File: src/rtl/irq_tmr_pkg.sv
package irq_tmr_pkg;
   typedef enum logic [1:0] {
      OP_NONE = 2'd0,
      OP_LOAD = 2'd1,
      OP_CTRL = 2'd2,
      OP_ACK  = 2'd3
   } op_e;
endpackage

File: src/rtl/irq_tmr_decode.sv
module irq_tmr_decode
   import irq_tmr_pkg::*;
#(
   parameter int ADDR_W    = 4,
   parameter int NFIELD    = 4,
   parameter int LOAD_BASE = 8,
   parameter int CTRL_CODE = 12,
   parameter int ACK_CODE  = 13
) (
   input  logic              wr_en,
   input  logic [ADDR_W-1:0] addr_hi,
   output op_e               op,
   output logic [NFIELD-1:0] field_sel
);
   localparam logic [ADDR_W-1:0] CTRL_A = ADDR_W'(CTRL_CODE);
   localparam logic [ADDR_W-1:0] ACK_A  = ADDR_W'(ACK_CODE);

   // one strobe per start-value nibble
   for (genvar i = 0; i < NFIELD; i++) begin : g_field
      localparam logic [ADDR_W-1:0] CODE = ADDR_W'(LOAD_BASE + i);
      assign field_sel[i] = wr_en && (addr_hi == CODE);
   end

   always_comb begin
      op = OP_NONE;
      if (wr_en) begin
         if (|field_sel)             op = OP_LOAD;
         else if (addr_hi == CTRL_A) op = OP_CTRL;
         else if (addr_hi == ACK_A)  op = OP_ACK;
      end
   end
endmodule

File: src/rtl/irq_tmr_reload.sv
module irq_tmr_reload #(
   parameter int CNT_W  = 16,
   parameter int NIB_W  = 4,
   parameter int NFIELD = CNT_W / NIB_W
) (
   input  logic              clk,
   input  logic              rst_n,
   input  logic [NFIELD-1:0] field_sel,
   input  logic [NIB_W-1:0]  nib_in,
   output logic [CNT_W-1:0]  reload
);
   for (genvar i = 0; i < NFIELD; i++) begin : g_nib
      logic [NIB_W-1:0] nib_q;
      always_ff @(posedge clk) begin
         if (!rst_n)            nib_q <= '0;
         else if (field_sel[i]) nib_q <= nib_in;
      end
      assign reload[i*NIB_W +: NIB_W] = nib_q;
   end
endmodule

File: src/rtl/irq_tmr_counter.sv
module irq_tmr_counter
   import irq_tmr_pkg::*;
#(
   parameter int CNT_W = 16
) (
   input  logic             clk,
   input  logic             rst_n,
   input  op_e              op,
   input  logic             ctrl_arm,
   input  logic             cyc_en,
   input  logic [CNT_W-1:0] reload,
   output logic [CNT_W-1:0] cnt,
   output logic             armed,
   output logic             term
);
   // a step from here lands on (or past) all ones
   localparam logic [CNT_W-1:0] NEAR_TOP = {{(CNT_W-1){1'b1}}, 1'b0};

   logic [CNT_W-1:0] cnt_q;
   logic             armed_q;
   logic             step;

   assign step = armed_q && cyc_en && (op != OP_CTRL);
   assign term = step && (cnt_q >= NEAR_TOP);

   always_ff @(posedge clk) begin
      if (!rst_n) begin
         cnt_q   <= '0;
         armed_q <= 1'b0;
      end else if (op == OP_CTRL) begin
         armed_q <= ctrl_arm;
         if (ctrl_arm) cnt_q <= reload;
      end else if (term) begin
         cnt_q <= reload;
      end else if (step) begin
         cnt_q <= cnt_q + 1'b1;
      end
   end

   assign cnt   = cnt_q;
   assign armed = armed_q;
endmodule

File: src/rtl/irq_tmr_flag.sv
module irq_tmr_flag (
   input  logic clk,
   input  logic rst_n,
   input  logic set,
   input  logic clr,
   output logic irq
);
   logic irq_q;
   // a new event outranks an acknowledge in the same cycle
   always_ff @(posedge clk) begin
      if (!rst_n)   irq_q <= 1'b0;
      else if (set) irq_q <= 1'b1;
      else if (clr) irq_q <= 1'b0;
   end
   assign irq = irq_q;
endmodule

File: src/rtl/irq_cycle_timer.sv
module irq_cycle_timer
   import irq_tmr_pkg::*;
#(
   parameter int CNT_W     = 16,
   parameter int NIB_W     = 4,
   parameter int DATA_W    = 8,
   parameter int ADDR_W    = 4,
   parameter int LOAD_BASE = 8,
   parameter int CTRL_CODE = 12,
   parameter int ACK_CODE  = 13
) (
   input  logic              clk,
   input  logic              rst_n,
   input  logic              wr_en,
   input  logic [ADDR_W-1:0] addr_hi,
   input  logic [DATA_W-1:0] wdata,
   input  logic              cyc_en,
   output logic              irq
);
   localparam int NFIELD = CNT_W / NIB_W;

   if (CNT_W % NIB_W != 0) begin : g_bad_split
      $error("CNT_W must be a whole number of nibbles");
   end
   if (NIB_W > DATA_W) begin : g_bad_nib
      $error("NIB_W exceeds data width");
   end
   if (LOAD_BASE + NFIELD > CTRL_CODE || CTRL_CODE == ACK_CODE) begin : g_bad_map
      $error("write codes overlap");
   end
   if (ACK_CODE >= (1 << ADDR_W) || CTRL_CODE >= (1 << ADDR_W)) begin : g_bad_code
      $error("write code outside address field");
   end

   op_e              op;
   logic [NFIELD-1:0] field_sel;
   logic [CNT_W-1:0]  reload_q;
   logic [CNT_W-1:0]  cnt_q;
   logic              armed_q;
   logic              term_evt;
   logic              ctrl_arm;
   logic              ack_any;

   assign ctrl_arm = |wdata[NIB_W-1:0];
   assign ack_any  = (op == OP_CTRL) || (op == OP_ACK);

   if (DATA_W > NIB_W) begin : g_hi
      logic unused_hi;
      assign unused_hi = ^wdata[DATA_W-1:NIB_W];
   end

   irq_tmr_decode #(
      .ADDR_W(ADDR_W), .NFIELD(NFIELD), .LOAD_BASE(LOAD_BASE),
      .CTRL_CODE(CTRL_CODE), .ACK_CODE(ACK_CODE)
   ) u_dec (
      .wr_en(wr_en), .addr_hi(addr_hi), .op(op), .field_sel(field_sel)
   );

   irq_tmr_reload #(.CNT_W(CNT_W), .NIB_W(NIB_W), .NFIELD(NFIELD)) u_rld (
      .clk(clk), .rst_n(rst_n), .field_sel(field_sel),
      .nib_in(wdata[NIB_W-1:0]), .reload(reload_q)
   );

   irq_tmr_counter #(.CNT_W(CNT_W)) u_cnt (
      .clk(clk), .rst_n(rst_n), .op(op), .ctrl_arm(ctrl_arm),
      .cyc_en(cyc_en), .reload(reload_q), .cnt(cnt_q),
      .armed(armed_q), .term(term_evt)
   );

   irq_tmr_flag u_flag (
      .clk(clk), .rst_n(rst_n), .set(term_evt), .clr(ack_any), .irq(irq)
   );
endmodule

File: config.mk
export PLATFORM = sky130hd
export DESIGN_NAME = irq_cycle_timer
export DESIGN_NICKNAME = d
export VERILOG_FILES = /design/src/rtl/irq_tmr_pkg.sv /design/src/rtl/irq_tmr_decode.sv /design/src/rtl/irq_tmr_reload.sv /design/src/rtl/irq_tmr_counter.sv /design/src/rtl/irq_tmr_flag.sv /design/src/rtl/irq_cycle_timer.sv
export SDC_FILE = /design/constraint.sdc
export NUM_CORES = 1
export LEC_CHECK = 0
export ABC_AREA = 1
export BUFFER_PORTS_ARGS = -buffer_cell sky130_fd_sc_hd__buf_2
export CORE_AREA = 10 10 86 88
export CTS_BUF_LIST = sky130_fd_sc_hd__clkbuf_8 sky130_fd_sc_hd__clkbuf_16
export CTS_CLUSTER_SIZE = 16
export DETAILED_ROUTE_END_ITERATION = 8
export DIE_AREA = 0 0 96 98
export PLACE_DENSITY = 0.48
export SLEW_MARGIN = 40
export SYNTH_ARGS = -nofsm -noshare
export SYNTH_HDL_FRONTEND = slang
export SYNTH_SLANG_ARGS = --single-unit
File: constraint.sdc
create_clock -name clk -period 1.5 [get_ports clk]
set_input_delay 0.225 -clock clk [delete_from_list [all_inputs] [get_ports clk]]
set_output_delay 0.225 -clock clk [all_outputs]
set_load 0.005 [all_outputs]
==> summary.md <==
The run finished with clean final reports. Across the whole layout, storage elements account for 692 um^2. The post-place setup slack is -84.6 ps, and the count of input and output buffers is 12. The worst min-delay path startpoint is wdata[0]. The multi-input combinational cells in the finished layout cover a total of 1230 um^2.

The synthesized netlist cell count came out at 301. In this run, CTS created clock tree buffers numbering 5. Global routing used 11.8% of the available tracks.

The via density per instance came out at 4.62. Setup violations remaining at the end of the flow were counted as 0. The placed wire-length estimate was 3960 um. The synthesis-to-layout area growth is 38.4%, and the starting density of the core is 33.4%. The cell at the root of the clock tree is sky130_fd_sc_hd__clkbuf_8. By count the netlist is led by sky130_fd_sc_hd__nand2_1 (80), sky130_fd_sc_hd__inv_1 (41), sky130_fd_sc_hd__dfxtp_1 (34), sky130_fd_sc_hd__a21oi_1 (31), sky130_fd_sc_hd__nor2_1 (30). Once detail routing completed, the nets flagged for antenna violations numbered 0.

The critical path starts at u_cnt.cnt[0]. The startpoint identified for the worst register-to-register timing path is u_cnt.cnt[0]. The share of synthesized area in the top cell type comes to 35.4%. The worst pin sits at a relative slew slack of 64.1%. The final count of hold timing violations is 0, and the maximum number of pins on one net before global-route repair is 20. The total standard cell area after synthesis came out at 1920 um^2. In this run the worst path has a maximum fanout of 7. When the netlist entered floorplanning its net count stood at 319. The ratio of cells with drive above 1 in the final layout was 32.6%.

The count of flip-flops with a built-in enable after synthesis was 0; the areal power density over the cells was 669 nW/um^2. Most numerous cell on the critical path: sky130_fd_sc_hd__nor2_4. Summed over all instances, the cell type with the most area after synthesis is sky130_fd_sc_hd__dfxtp_1. The placed instances occupy a cell area of 2310 um^2. The logs give 2.32 ps for the final clock skew and 280 ps for the insertion delay to the later sink of the worst-skew pair. The largest family of logic cells by synthesized area is simple AND/OR/NAND/NOR gates.

The parity-gate share of the synthesized area counting xor and xnor cells came out at 1.82%. The worst hold path belongs to the class in -> reg. The actual slew at the worst max-slew pin was 538 ps. After layout, the minimum clock period comes to 1460 ps.

The average detailed-routed wire length per instance was 12.6 um. The signal on the critical path passes through inv_4 > ha_4 > nor2_4 > nor2_4 > nand3_4 > nand2_8 > buf_6 > nand2_2 > nand3_2 > a21oi_2. After filler insertion, the fill cell instance count of the layout stands at 622.

The floorplan has 28 rows. Number of nets in the final layout: 370. The repair_antennas step left the layout with diodes totalling 0. The data required time at the worst endpoint is 1720 ps, and the distinct cell type count of the synthesized netlist is 26. After Yosys synthesis, and, or, nand and nor cells account for 35.0% of the synthesized area. For this run, the detailed router's first-pass iteration total came to 4. Derived from the worst setup path, the maximum achievable clock frequency is 685 MHz.

For the worst setup path, the data arrival time is 1680 ps. The initial antenna violation count was 0. For the floorplan die area, the log shows 9410 um^2. TritonCTS built the clock tree.

The core region is 5750 um^2. The launching element type of the critical path is a flip-flop. For this run, asynchronously set or reset flops after synthesis account for 0%. The max-slew violation count is 0, and the die extent in x is 96 um. Setup slack closes at 39.9 ps. The largest individual stage delay along the critical path comes from the cell sky130_fd_sc_hd__dfxtp_4.

The top-level port count was 17; the H-tree depth reported by CTS was 2. The number of remaining DRC errors was 0; the global-route wire length before repair was 9080 um. In the post-synthesis netlist, the biggest area contributors are sky130_fd_sc_hd__dfxtp_1 (35%), sky130_fd_sc_hd__nand2_1 (16%), sky130_fd_sc_hd__a21oi_1 (8.1%). The share of the Yosys chip area taken by registers is 35.4%. In this run the static leakage power is 1.16 nW.

The via count is 1,977. The peak supply drop is 0.387 mV, and the deepest clock path buffer count is 2. Synthesis-stage register bit count: 34. The count of routing violations after the opening detailed-route iteration is 86, and the clock transition at the register clock pins on the worst setup and hold paths after CTS is 70 ps. In the synthesized netlist, mux cells make up 0% of the area.

The area fraction in compound gates after synthesis was 15.0%; the max-capacitance violation count was 0. Of the total synthesized cell area, the portion taken by full adders, half adders and majority gates is 1.30%. The number of sinks driven by the clock tree came out at 34. Most common cell in the netlist: sky130_fd_sc_hd__nand2_1. The Yosys step of the flow raised 0 warnings.

The final RePlAce weighted congestion was 0.793. The vertical die dimension was 98 um; the average size of a mapped cell was 6.38 um^2. For the overall overflow remaining after global route, the log shows 0.

After detailed routing, the total wire length is 5380 um. In the finished design, the share of the clock period the worst path needs comes to 97.3%. With fillers left out, the area of the finished cells amounts to 2660 um^2.

Setup repair after global routing could not meet its margin everywhere. The largest stage delay on the critical path was 400 ps. The endpoint type of the worst setup path is a flip-flop. Number of global-route vias before repair: 1,929.

The critical path start-end classification is reg -> reg. The overall power after layout came out at 1.78 mW. The most used flip-flop cell after synthesis is sky130_fd_sc_hd__dfxtp_1.
-- flip-flops by register name, indices dropped and copies added (netlist names) --
register           cells
u_rld.g_nib.nib_q     16
u_flag.irq             1
u_cnt.armed            1
u_cnt.cnt             16
-- per-layer routing --
metal,routed length [um],track usage (%),vias to the layer above
li1,-,-,1054
met1,2640,16.2,895
met2,2590,18.1,26
met3,126,2.37,2
met4,24,3.06,0
met5,0,0,-
-- through the flow --
step | TNS, ps | util (%) | instances | hold WS (ps)
finish | 0 | 46.3 | 428 | 244
global route | -434 | 46.3 | 428 | 255
CTS | 0 | 42.7 | 428 | 230
detailed placement | -742 | 40.2 | 418 | 444
global placement | -459 | 40.2 | 418 | 447
floorplan | 0 | - | 301 | 360
-- placed cells by master, fill, tap and decap left out, types with 4 or more instances in the layout --
master,netlist,final
sky130_fd_sc_hd__o21ai_0,25,22
sky130_fd_sc_hd__buf_2,1,12
sky130_fd_sc_hd__clkbuf_8,0,6
sky130_fd_sc_hd__a21oi_2,0,6
sky130_fd_sc_hd__nand3_2,1,8
sky130_fd_sc_hd__inv_2,4,6
sky130_fd_sc_hd__buf_6,1,6
sky130_fd_sc_hd__dfxtp_1,34,29
sky130_fd_sc_hd__inv_1,41,39
sky130_fd_sc_hd__nor2_2,3,4
sky130_fd_sc_hd__nor2_1,30,23
sky130_fd_sc_hd__nor2_4,1,7
sky130_fd_sc_hd__nand2_4,0,6
sky130_fd_sc_hd__a21oi_1,31,25
sky130_fd_sc_hd__nand3_1,23,16
sky130_fd_sc_hd__nand2_2,0,7
sky130_fd_sc_hd__buf_4,2,32
sky130_fd_sc_hd__nand4_1,4,4
sky130_fd_sc_hd__nand2_1,80,68
-- critical path: cells and delay by family, from the launching register on --
| kind | cells | cell delay, ps |
|---|---|---|
| adders and majority gates | 1 | 150 |
| and+or+nand+nor | 6 | 510 |
| DFF | 1 | 400 |
| AOI/OAI and AO/OA | 1 | 140 |
| buffers and inverters | 2 | 190 |
-- kinds of logic after synthesis --
family / after synthesis
adder cells (fa/ha/maj): 2
buffers and inverters: 53
flip-flops: 34
AO/OA/AOI/OAI: 57
XOR/XNOR: 4
AND/OR/NAND/NOR: 151
-- repair_timing --
item	CTS	global route
setup endpoints to repair	15	15
hold buffers	0	0
resized for setup	12	59
hold endpoints to repair	0	0
pin swaps	5	32
cloned	1	0
setup buffers	1	0
-- power by group --
| part | switching [mW] | total [mW] | internal (mW) |
|---|---|---|---|
| sequential | 0.00979 | 0.923 | 0.913 |
| clock | 0.345 | 0.709 | 0.364 |
| combinational | 0.0882 | 0.144 | 0.0560 |
| total | 0.443 | 1.78 | 1.33 |
-- area by class of cell --
class | count | area share, %
multi-input combinational | 215 | 46.3
timing repair buffer | 50 | 13.8
clock inverter | 2 | 0.330
sequential | 34 | 26.0
clock buffer | 6 | 3.11
tap | 75 | 3.53
inverter | 46 | 6.87
-- path summary, 6_finish.rpt --
check,endpoint,slack (ps),cells past startpoint
hold / removal,u_rld.g_nib[1].nib_q[0],240,3
setup / recovery,u_cnt.cnt[8],40,10
hold reg to reg,u_cnt.cnt[1],450,2
setup reg to reg,u_cnt.cnt[8],40,10
(Power assumes the default switching activity.)
